$ cat src/rtl/sinc5_pkg.sv
package sinc5_pkg;
  localparam int unsigned DEF_DIV   = 6;
  localparam int unsigned DEF_LOG2R = 6;
  localparam int unsigned DEF_ORDER = 5;
  localparam int unsigned DEF_OW    = 24;

  function automatic int unsigned acc_width(input int unsigned order, input int unsigned log2r);
    return order * log2r + 2;
  endfunction
endpackage

$ cat src/rtl/sinc_tick_gen.sv
module sinc_tick_gen #(
  parameter int unsigned DIV   = 6,
  parameter int unsigned LOG2R = 6
) (
  input  logic clk,
  input  logic clr,
  output logic tick,
  output logic dec_en
);
  localparam int unsigned CW = (DIV > 2) ? $clog2(DIV) : 1;
  localparam logic [CW-1:0] CNT_LAST = CW'(DIV - 1);
  localparam logic [LOG2R-1:0] PH_LAST = '1;

  logic [CW-1:0]    cnt;
  logic [LOG2R-1:0] phase;

  always_ff @(posedge clk) begin
    if (clr) begin
      cnt    <= '0;
      tick   <= 1'b0;
      phase  <= '0;
      dec_en <= 1'b0;
    end else begin
      if (cnt == CNT_LAST) begin
        cnt  <= '0;
        tick <= 1'b1;
      end else begin
        cnt  <= cnt + 1'b1;
        tick <= 1'b0;
      end
      if (tick) phase <= phase + 1'b1;
      dec_en <= tick && (phase == PH_LAST);
    end
  end

  logic [CW:0] gap;
  logic        gap_seen;
  always_ff @(posedge clk) begin
    if (clr) begin
      gap      <= '0;
      gap_seen <= 1'b0;
    end else begin
      gap      <= tick ? '0 : gap + 1'b1;
      if (tick) gap_seen <= 1'b1;
    end
  end

  AST_TICK_GAP: assert property (@(posedge clk) disable iff (clr)
    (tick && gap_seen) |-> (gap == (CW+1)'(DIV - 1)));
endmodule

$ cat src/rtl/sinc_integ_chain.sv
module sinc_integ_chain #(
  parameter int unsigned ORDER = 5,
  parameter int unsigned AW    = 32
) (
  input  logic                 clk,
  input  logic                 clr,
  input  logic                 tick,
  input  logic                 bit_in,
  output logic signed [AW-1:0] acc_out
);
  logic signed [AW-1:0] step;
  assign step = {{(AW-1){~bit_in}}, 1'b1};

  for (genvar g = 0; g < ORDER; g++) begin : stg
    logic signed [AW-1:0] q;
    logic signed [AW-1:0] add;
    if (g == 0) begin : first
      assign add = step;
    end else begin : chain
      assign add = stg[g-1].q;
    end
    always_ff @(posedge clk) begin
      if (clr)       q <= '0;
      else if (tick) q <= q + add;
    end
  end

  assign acc_out = stg[ORDER-1].q;
endmodule

$ cat src/rtl/sinc_comb_out.sv
module sinc_comb_out #(
  parameter int unsigned ORDER = 5,
  parameter int unsigned LOG2R = 6,
  parameter int unsigned AW    = 32,
  parameter int unsigned OW    = 24
) (
  input  logic                 clk,
  input  logic                 clr,
  input  logic                 dec_en,
  input  logic signed [AW-1:0] acc_in,
  output logic [OW-1:0]        result,
  output logic                 result_valid,
  output logic                 settled
);
  localparam int unsigned SHIFT = ORDER * LOG2R + 1 - OW;
  localparam int unsigned SW    = $clog2(ORDER + 1);
  localparam logic [SW-1:0] SETTLE = SW'(ORDER);
  localparam logic signed [AW-1:0] MAXV = {{(AW-OW+1){1'b0}}, {(OW-1){1'b1}}};
  localparam logic signed [AW-1:0] MINV = {{(AW-OW+1){1'b1}}, {(OW-1){1'b0}}};

  for (genvar g = 0; g < ORDER; g++) begin : cmb
    logic signed [AW-1:0] din;
    logic signed [AW-1:0] dout;
    logic signed [AW-1:0] dly;
    if (g == 0) begin : first
      assign din = acc_in;
    end else begin : chain
      assign din = cmb[g-1].dout;
    end
    assign dout = din - dly;
    always_ff @(posedge clk) begin
      if (clr)         dly <= '0;
      else if (dec_en) dly <= din;
    end
  end

  logic signed [AW-1:0] full;
  logic signed [AW-1:0] shf;
  logic [OW-1:0]        sat;
  assign full = cmb[ORDER-1].dout;
  assign shf  = full >>> SHIFT;

  always_comb begin
    if (shf > MAXV)      sat = MAXV[OW-1:0];
    else if (shf < MINV) sat = MINV[OW-1:0];
    else                 sat = shf[OW-1:0];
  end

  logic [SW-1:0] n_out;
  always_ff @(posedge clk) begin
    if (clr) begin
      n_out        <= '0;
      result       <= '0;
      result_valid <= 1'b0;
      settled      <= 1'b0;
    end else begin
      result_valid <= dec_en;
      if (dec_en) begin
        if (n_out != SETTLE) begin
          n_out  <= n_out + 1'b1;
          result <= '0;
        end else begin
          result  <= sat;
          settled <= 1'b1;
        end
      end
    end
  end

  AST_ONE_STROBE: assert property (@(posedge clk) disable iff (clr)
    result_valid |=> !result_valid);
  AST_SETTLED_HOLD: assert property (@(posedge clk) disable iff (clr)
    settled |=> settled);
  AST_SETTLE_RISE: assert property (@(posedge clk) disable iff (clr)
    $rose(settled) |-> result_valid);
  AST_QUIET_UNSETTLED: assert property (@(posedge clk) disable iff (clr)
    (result_valid && !settled) |-> (result == '0));
endmodule

$ cat src/rtl/sinc5_decim.sv
module sinc5_decim
  import sinc5_pkg::*;
#(
  parameter int unsigned DIV   = DEF_DIV,
  parameter int unsigned LOG2R = DEF_LOG2R,
  parameter int unsigned ORDER = DEF_ORDER,
  parameter int unsigned OW    = DEF_OW
) (
  input  logic          clk,
  input  logic          rst,
  input  logic          sync_clr,
  input  logic          mod_bit,
  output logic          mod_tick,
  output logic [OW-1:0] result,
  output logic          result_valid,
  output logic          settled
);
  localparam int unsigned AW = acc_width(ORDER, LOG2R);

  logic                 clr;
  logic                 dec_en;
  logic signed [AW-1:0] acc;

  assign clr = rst | sync_clr;

  sinc_tick_gen #(.DIV(DIV), .LOG2R(LOG2R)) i_tick (
    .clk(clk), .clr(clr), .tick(mod_tick), .dec_en(dec_en)
  );

  sinc_integ_chain #(.ORDER(ORDER), .AW(AW)) i_integ (
    .clk(clk), .clr(clr), .tick(mod_tick), .bit_in(mod_bit), .acc_out(acc)
  );

  sinc_comb_out #(.ORDER(ORDER), .LOG2R(LOG2R), .AW(AW), .OW(OW)) i_comb (
    .clk(clk), .clr(clr), .dec_en(dec_en), .acc_in(acc),
    .result(result), .result_valid(result_valid), .settled(settled)
  );

  AST_DEC_FOLLOWS_TICK: assert property (@(posedge clk) disable iff (clr)
    dec_en |-> $past(mod_tick));
  AST_RESET_QUIET: assert property (@(posedge clk)
    $past(rst) |-> (!result_valid && !settled && !mod_tick));
endmodule

$ cat config.mk
export PLATFORM = sky130hd
export DESIGN_NAME = sinc5_decim
export DESIGN_NICKNAME = d
export VERILOG_FILES = /design/src/rtl/sinc5_pkg.sv /design/src/rtl/sinc_tick_gen.sv /design/src/rtl/sinc_integ_chain.sv /design/src/rtl/sinc_comb_out.sv /design/src/rtl/sinc5_decim.sv
export SDC_FILE = /design/constraint.sdc
export NUM_CORES = 1
export LEC_CHECK = 0
export ABC_AREA = 1
export BUFFER_PORTS_ARGS = -buffer_cell sky130_fd_sc_hd__buf_2
export CORE_UTILIZATION = 36
export CTS_BUF_LIST = sky130_fd_sc_hd__clkbuf_8
export CTS_CLUSTER_SIZE = 28
export DETAILED_ROUTE_END_ITERATION = 8
export PLACE_DENSITY = 0.57
export SLEW_MARGIN = 20
export SYNTH_ARGS = -nofsm -noshare
export SYNTH_HDL_FRONTEND = slang
export SYNTH_SLANG_ARGS = --single-unit
$ cat constraint.sdc
create_clock -name clk -period 9.1 [get_ports clk]
set_input_delay 1.82 -clock clk [delete_from_list [all_inputs] [get_ports clk]]
set_output_delay 1.82 -clock clk [all_outputs]
set_load 0.01 [all_outputs]
---- Word-level counts from Yosys, hierarchy flattened ----
Cells that the tools add are included.
storage, ports and cells
  input bits .............................. 4
  bits in registers ....................... 360
  word-level logic and storage cells ...... 47
  output and inout port bits .............. 27
operators by class
  equal/unequal tests ..................... 3
  order comparisons ....................... 2
  add/sub/neg operators ................... 13
  mux-type cells .......................... 4
  reductions and logical operators ........ 4
  bitwise gates (word level) .............. 3
operator list
  kind                                                              count
  subtractor 32 bit                                                 5
  adder 32 bit                                                      4
  two-way mux 24 bit                                                3
  adder 32 x 2 -> 32 bit                                            1
  greater-than comparator 25 x 24 -> 1 bit (second input constant)  1
  < comparator 25 x 24 -> 1 bit (second input constant)             1
  adder 3 x 1 -> 3 bit (second input constant)                      2
  adder 6 x 1 -> 6 bit (second input constant)                      1
  == test 6 bit (second input constant)                             1
  AND reduction 2 bit                                               2
  == test 3 bit (second input constant)                             1
  inequality test 3 bit (second input constant)                     1
  NOT 1 bit                                                         2
  OR reduction 2 bit                                                1
  logical AND 1 bit                                                 1
  two-way mux 1 bit                                                 1
  OR 1 bit                                                          1

---- Depth between registers and ports, before layout ----
Gate-level depths: netlist of the first run.
  depth in word-level cells ............... 9
  gate-level depth with buffers ........... 60
  depth with buffers taken out ............ 59

---- Hierarchy ----
From an unflattened synthesis of the first run, not the netlist that was laid out.
second synthesis, totals
  cells, all modules ...................... 5,591
  area, all modules ....................... 33,163.1 sq um
by module, submodules not included
  module            instances  area each (sq um)  cells an instance  seq. area each (sq um)
  sinc_integ_chain  1          18,084.8           3,370              3,203.1
  sinc_comb_out     1          14,614.0           2,164              3,783.6
  sinc_tick_gen     1          452.9              54                 220.2
  sinc5_decim       1          11.3               3                  0.0

---- Worst setup path before layout of the first run ----
OpenSTA, ideal clock, no wires.
  path type ............................... reg2reg
  start ................................... register i_integ.stg[4].q[0] (netlist: i_integ.acc_out[0])
  end ..................................... register i_comb.result[13]
  data required time ...................... 8,957 ps
  buffers on the path ..................... 1
  library setup time ...................... 143 ps
  data arrival time ....................... 7,667 ps
  cell stages (with the launch flop) ...... 57
  path slack .............................. 1,290 ps
  period minus slack after synthesis ...... 7,810 ps
  cell sequence ........................... dfxtp_1 -> inv_1 -> ha_1 -> inv_1 -> fa_1 -> nand2_1 -> inv_1 -> nand2_1 -> nand2_1 -> a21oi_1 -> o21ai_1 -> a21boi_1 -> o21ai_2 -> a21boi_1 -> o21ai_0 -> a21boi_1 -> o21ai_1 -> xor2_1 -> (+21 left out) -> a211oi_1 -> xor2_1 -> ha_1 -> inv_1 -> nor3_1 -> inv_1 -> nor2_1 -> a2111oi_0 -> nand3_1 -> nand2_1 -> inv_1 -> nand3_2 -> nand3_2 -> buf_4 -> nand2_1 -> nand2_1 -> nand2_1 -> a21oi_2
on the way
  word-level cells in the longest chain between the ends .. 9
  elaborated cells between the ends (all ways) .. 10
  those cells by class .................... add/sub: 5; order compare: 2; mux: 3
RTL lines
  element                        line                    source
  from (decl)                    sinc_integ_chain.sv:15  logic signed [AW-1:0] q;
  from (signal assigned)         sinc_integ_chain.sv:24  else if (tick) q <= q + add;
  subtractor 32 bit (*)          sinc_comb_out.sv:30     assign dout = din - dly;
  via i_comb.cmb[0].dout[20]     sinc_comb_out.sv:23     logic signed [AW-1:0] dout;
  subtractor 32 bit (*)          sinc_comb_out.sv:30
  via i_comb.cmb[1].dout[22]     sinc_comb_out.sv:23
  subtractor 32 bit (*)          sinc_comb_out.sv:30
  via i_comb.cmb[2].dout[29]     sinc_comb_out.sv:23
  subtractor 32 bit (*)          sinc_comb_out.sv:30
  via i_comb.cmb[3].dout[30]     sinc_comb_out.sv:23
  subtractor 32 bit (*)          sinc_comb_out.sv:30
  < comparator 25 x 24 -> 1 bit  sinc_comb_out.sv:45     else if (shf < MINV) sat = MINV[OW-1:0];
  two-way mux 24 bit             sinc_comb_out.sv:45
  two-way mux 24 bit (*)         sinc_comb_out.sv:44     if (shf > MAXV) sat = MAXV[OW-1:0];
  two-way mux 24 bit (*)         sinc_comb_out.sv:59     if (n_out != SETTLE) begin
  to (signal assigned)           sinc_comb_out.sv:63     result <= sat;
  to (decl)                      sinc_comb_out.sv:11     output logic [OW-1:0] result,
The timed path passes the listed nets; every way through them passes the cells marked *.
A chain may end at the register's enable or synchronous reset.

---- Final worst setup path of the first run ----
  start ................................... register i_integ.stg[4].q[0] (netlist: i_integ.acc_out[0])
  end ..................................... register i_comb.result[3]
Same word-level chain as after synthesis.

==> results of run 1 <==
==> flip-flops by register name, summed over array words and instances (netlist names) <==
name                 cells
i_comb.cmb.dly         160
i_integ.stg.q          128
i_integ.acc_out         32
i_comb.result           24
i_tick.phase             6
i_comb.n_out             3
i_tick.cnt               3
i_comb.result_valid      1
i_comb.settled           1
i_tick.dec_en            1
i_tick.tick              1
==> routing by layer <==
layer / share of wire [%] / track usage (%) / routed length, um / vias up
met5: 0 / 0 / 0 / -
met3: 2.8 / 2.63 / 1810 / 150
met1: 46 / 19.4 / 29900 / 10700
li1: - / - / - / 13700
met4: 3.9 / 6.76 / 2550 / 0
met2: 47 / 29.6 / 30700 / 259
==> Yosys cell counts, types with 27 or more instances <==
cell and instances:
o21ai_1 29, ha_1 313, inv_1 728, nand2_1 603, o21ai_0 393, nor2_1 403, xnor2_1 81, dfxtp_1 360
a21oi_1 532, nor3_1 27, xor2_1 188, a31oi_1 71, clkbuf_1 106, o21a_1 27, nand3_1 75
==> power breakdown <==
part	total, W	switching [W]	internal [W]	leakage (nW)
logic	0.00222	0.00140	0.000825	13.0
clock network	0.00170	0.000754	0.000946	0.816
registers	0.00158	0.000000382	0.00158	2.90
==> layout make-up <==
type | count | area, um2
inverters | 729 | 2750
well taps | 1040 | 1300
fillers | 8370 | 46200
flip-flops and latches | 360 | 7210
clock inverters | 33 | 215
repair buffers | 61 | 408
clock buffers | 90 | 1240
multi-input cells | 2946 | 18000
==> cell families (layout without fill, tap and decap cells) <==
kind of cell,count (synthesis),count (layout),synth area share [%]
AND/OR/NAND/NOR,1173,1173,16.9
AO/OA/AOI/OAI,1182,1182,23.0
flip-flops,360,360,25.7
buffers and inverters,848,913,11.4
adder cells (fa/ha/maj),322,322,14.6
XOR/XNOR,269,269,8.39
==> layout by cell type, fill, tap and decap left out, drive strengths merged <==
cell type and count:
inv 753, nand2 616, a21oi 553, o21ai 426, nor2 403, dfxtp 360
ha 313, xor2 188, clkbuf 90, nand3 85, xnor2 81, a31oi 71
buf 61, o21a 27, nor3 27, nand4 25, a21boi 22, a21o 15
o221ai 14, o31ai 11, a211oi 11, o21bai 10, o211ai 9, fa 9
a221oi 7, and2 6, nor4 5, clkinvlp 4, and3 3, clkinv 3
a2111oi 3, or2 2, a31o 2, bufinv 2, o21ba 1, nand3b 1
==> path summary, 6_finish.rpt <==
path | cells past startpoint | startpoint | slack (ps) | end
hold reg to reg | 1 | i_tick.cnt[0]$_SDFF_PP0_ | 450 | i_tick.cnt[0]$_SDFF_PP0_
setup / recovery | 57 | i_integ.acc_out[0]$_SDFFE_PP0P_ | 850 | i_comb.result[3]$_SDFFE_PP0P_
hold / removal | 1 | i_tick.cnt[0]$_SDFF_PP0_ | 450 | i_tick.cnt[0]$_SDFF_PP0_
setup reg to reg | 57 | i_integ.acc_out[0]$_SDFFE_PP0P_ | 850 | i_comb.result[3]$_SDFFE_PP0P_
==> metrics by stage <==
| step | TNS (ps) | worst slack [ps] | cells |
|---|---|---|---|
| final | 0 | 855 | 5259 |
| after global routing | -957 | -76.9 | 5259 |
| after CTS | 0 | 115 | 5247 |
| after global placement | 0 | 216 | 5124 |
| after detailed placement | 0 | 120 | 5124 |
| after floorplan | 0 | 1290 | 4154 |
==> repair_timing <==
item,CTS,global route
gates resized for setup,0,71
endpoints found under the hold margin,0,0
buffers inserted,0,12
endpoints found under the setup margin,0,24
==> worst max-delay path: cells and delay by family (launching register included) <==
family          cells  cell delay [ps]
xor+xnor            3              500
flops               1              310
buf+inv            14             1180
compound gates     16             2580
fa+ha+maj           6             1900
simple gates       18             1730
==> flow_summary.yaml, run 1 <==
run_status:
  status: "finished clean"
worst_setup_path:
  worstPathMaxFanout: 23
  crit_path_start_kind: "flip-flop"
  crit_arrival_ps: 8830
  cp.required_ps: 9680
  crit_slowest_cell: "ha_1"
  setup.worst_path.class: "flip-flop to flip-flop"
  cpPeakStageDelay_ps: 380
  crit_top_cell: "inv_1"
  worst_setup_path_end_kind: "flip-flop"
route:
  vias: 24800
  via_per_inst: 4.71
  wl_per_cell_um: 12.4
  drcViolationCount: 0
  first_pass_iters: 5
  wirelength_mm: 65.0
  ant_nets: 0
  drtIter0Drc: 895
global_route:
  track_usage_pct: 16.5
  grt_pass1_wl_mm: 110
  overflow: 0
  antenna_found_initial: 0
  grt_pass1_vias: 23800
  grt_max_degree: 209
yosys:
  yosys_register_bits: 360
  ys_types: 44
  synth_flop_cell: "dfxtp_1"
  synthCells: 4154
  seq_area_frac_synth_pct: 25.7
  yosysTopAreaCellShare_pct: 25.7
  syn_area_um2: 28100
  synth_enable_flop_cells: 0
  synth.top_cells.by_area: "dfxtp_1 26%, ha_1 14%, inv_1 9.7%"
  ys_warn_count: 0
  syn_area_per_cell_um2: 6.76
  syn_nets: 4480
  ys_async_sr_fraction_pct: 0
  yosysTopAreaCell: "dfxtp_1"
layout:
  fin_area_um2: 31100
  nNetsFinal: 4494
  utilization_pct: 40.2
  synthToLayoutAreaGrowth_pct: 10.8
  n_antenna_cell: 0
  drive_gt1_share_pct: 6.59
clock_network:
  cts_buffers: 70
  cts-root-buf: "clkbuf_8"
  cts_tree: "yes"
  clock_latency_ps: 660
  cts.reportedPaths.clkPinSlew_ps: 60
  cts_hold_buf: 0
  htree_levels: 3
  cts_sinks: 360
  clock_path_buffers: 3
pwr:
  ir_worst_vdd_mv: 0.477
  p_leak_nw: 16.7
  power_density_nw_per_um2: 177
  power_w: 0.00550
job:
  drv_cap: 0
die:
  core_um2: 77300
  initial_core_util_pct: 36.3
  rows: 102
  num_io_pins: 31
  die_x_um: 281
  fp.dieH_um: 281
  fp.dieArea_um2: 79100
timing:
  period_minus_slack_ps: 8250
  finalHoldViolCount: 0
  relSlewSlack_pct: 28.7
  max_freq_ghz: 0.121
  final-setup-viol-count: 0
  period_share_pct: 90.6
  final.setup_skew_ps: 34.0
  report.final.slew_viol_count: 0
  tightest_slew_ps: 1070
  hold_slack_ps: 450
placement:
  place_congestion: 0.864
  placed_cell_area_um2: 29300
  numPortBuffers: 30
  hpwlAfterDp_mm: 47.8
worst_hold_path:
  min_path_type: "flip-flop to flip-flop"
Power figures use the tool's default switching activity.
==> run 2, diff against run 1 <==
==> constraint.sdc (replaced) <==
create_clock -name clk -period 9.1 [get_ports clk]
set_input_delay 0.455 -clock clk [delete_from_list [all_inputs] [get_ports clk]]
set_output_delay 0.455 -clock clk [all_outputs]
set_load 0.01 [all_outputs]
==> run 2 against run 1 <==
Sequential cell count unchanged; register-to-register slack got worse by 110 ps; sequential share of layout area about the same.
==> flow_summary.yaml, run 2 (synthesized netlist as in run 1, its figures left out) <==
worst_setup_path:
  crit_slowest_cell: "ha_2"
  setup.worst_path.class: "flip-flop to flip-flop"
  crit_path_start_kind: "flip-flop"
  worstPathMaxFanout: 12
  rr_endpoint: "i_comb.result[7]$_SDFFE_PP0P_"
  cp.required_ps: 9670
  reg2regPathDepth: 57
  crit_arrival_ps: 8920
  crit_top_cell: "nand2_1"
  rr_startpoint: "i_integ.acc_out[0]$_SDFFE_PP0P_"
  worst_setup_path_end_kind: "flip-flop"
  r2r_slack_ps: 750
  cpPeakStageDelay_ps: 410
pwr:
  switching_share_pct: 39.3
  power_w: 0.00566
  p_seq_share_pct: 27.9
  combinationalPowerShare_pct: 42.7
  power_density_nw_per_um2: 182
  p_leak_nw: 16.7
  p_switching_w: 0.00222
  cell_internal_pwr_w: 0.00343
  clock_power_share_pct: 29.4
  ir_worst_vdd_mv: 0.302
route:
  drtIter0Drc: 932
  ant_nets: 0
  first_pass_iters: 5
  drcViolationCount: 0
  vias: 24800
  via_per_inst: 4.71
  wl_per_cell_um: 12.4
  wirelength_mm: 65.2
layout:
  largest_register_ffs: 160
  n_antenna_cell: 0
  fin_area_um2: 31100
  fin_cells: 5264
  multi_input_area_um2: 18000
  regArea_um2: 7210
  final_cell_mix: "746 x inv_1, 597 x nand2_1, 514 x a21oi_1, 399 x nor2_1, 389 x o21ai_0"
  drive_gt1_share_pct: 6.75
  nNetsFinal: 4500
  fillCellCount: 8353
  registers.top_by_ff_count: "i_comb.cmb.dly"
  synthToLayoutAreaGrowth_pct: 10.8
  layout_commonest_cell: "inv_1"
die:
  die_x_um: 281
  rows: 102
  num_io_pins: 31
  fp.dieArea_um2: 79100
  initial_core_util_pct: 36.3
  fp.dieH_um: 281
  core_um2: 77300
clock_network:
  cts_tree: "yes"
  cts-root-buf: "clkbuf_8"
  cts_sinks: 360
  cts.reportedPaths.clkPinSlew_ps: 50
  cts_buffers: 72
  clock_path_buffers: 3
  htree_levels: 3
  clock_latency_ps: 650
  cts_hold_buf: 0
worst_hold_path:
  hold_end: "i_tick.cnt[1]$_SDFF_PP0_"
  min_path_type: "primary input to flip-flop"
  hold_depth: 4
  min_from: "rst"
placement:
  place_congestion: 0.873
  place_inst: 5124
  hpwlAfterDp_mm: 47.9
  placed_cell_area_um2: 29200
  numPortBuffers: 30
  dp_slack_ps: 44.3
timing:
  period_minus_slack_ps: 8350
  final.setup_skew_ps: 34.5
  max_freq_ghz: 0.120
  tightest_slew_ps: 1070
  final-setup-viol-count: 0
  hold_slack_ps: 251
  report.final.slew_viol_count: 0
  relSlewSlack_pct: 28.9
  setup_ws_ps: 749
  finalHoldViolCount: 0
  period_share_pct: 91.8
global_route:
  overflow: 0
  grt_pass1_vias: 23600
  grt_pass1_wl_mm: 109
  antenna_found_initial: 0
  grt_max_degree: 137
  busiest_layer: "met2"
  use_met1_pct: 19.3
  track_usage_pct: 16.4
  grt_use_met3_pct: 2.23
  grt_use_met2_pct: 30.2
run_status:
  status: "finished clean"
job:
  drv_cap: 0
## run 2: changes by cell type in the layout (fill, tap and decap cells not counted), moves of 4 or more
cell	before	now
nand3_2	12	8
a21oi_2	34	39
buf_4	29	33
clkbuf_8	90	95
a21oi_1	518	514
## run 2: power groups by stage
stage	Sequential (W)	Clock, W	Combinational (W)
final	0.00158	0.00166	0.00242
after global routing	0.00158	0.00180	0.00273
after floorplan	0.00161	0	0.00170
after global placement	0.00161	0	0.00214
after detailed placement	0.00161	0	0.00213
after CTS	0.00158	0.00174	0.00214
## run 2: worst max path at each step
| stage | startpoint | end | slack [ps] | depth (start not counted) |
|---|---|---|---|---|
| floorplan | i_integ.acc_out[0]$_SDFFE_PP0P_ | i_comb.result[13]$_SDFFE_PP0P_ | 1290 | 56 |
| global placement | i_integ.acc_out[0]$_SDFFE_PP0P_ | i_comb.result[16]$_SDFFE_PP0P_ | 190 | 53 |
| detailed placement | i_integ.acc_out[0]$_SDFFE_PP0P_ | i_comb.result[7]$_SDFFE_PP0P_ | 40 | 53 |
| CTS | i_integ.acc_out[0]$_SDFFE_PP0P_ | i_comb.result[7]$_SDFFE_PP0P_ | 50 | 53 |
| global route | i_integ.acc_out[0]$_SDFFE_PP0P_ | i_comb.result[7]$_SDFFE_PP0P_ | -70 | 60 |
| finish | i_integ.acc_out[0]$_SDFFE_PP0P_ | i_comb.result[7]$_SDFFE_PP0P_ | 750 | 57 |
## run 2: area by class of cell
type,count,share of cell area [%]
clock buffer,95,4.20
inverter,729,8.84
sequential,360,23.2
multi-input combinational,2946,57.8
timing repair buffer,65,1.42
tap,1040,4.18
clock inverter,29,0.398
## run 2: stage by stage
| step | TNS, ps | utilization [%] |
|---|---|---|
| after CTS | 0 | 39.7 |
| final | 0 | 40.2 |
| after floorplan | 0 | - |
| after global routing | -739 | 40.2 |
| after detailed placement | 0 | 37.8 |
| after global placement | 0 | 37.8 |
## run 2: per-layer routing
layer / wire length, um / part of all wire [%] / vias up
met5: 0 / 0 / -
met1: 30400 / 47 / 10800
met2: 31500 / 48 / 225
li1: - / - / 13700
met3: 1480 / 2.3 / 108
met4: 1850 / 2.8 / 0
## run 2: timing repair
action / 4_1_cts / 5_1_grt
resized for setup: 0 / 72
endpoints found under the setup margin: 0 / 24
buffers inserted: 0 / 15
## run 2: worst max-delay path: cells and delay by family (launching register included)
kind	cells	cell delay, ps
compound gates	13	1950
xor+xnor	4	580
fa+ha+maj	6	2040
buf+inv	9	830
flops	1	310
simple gates	25	2630
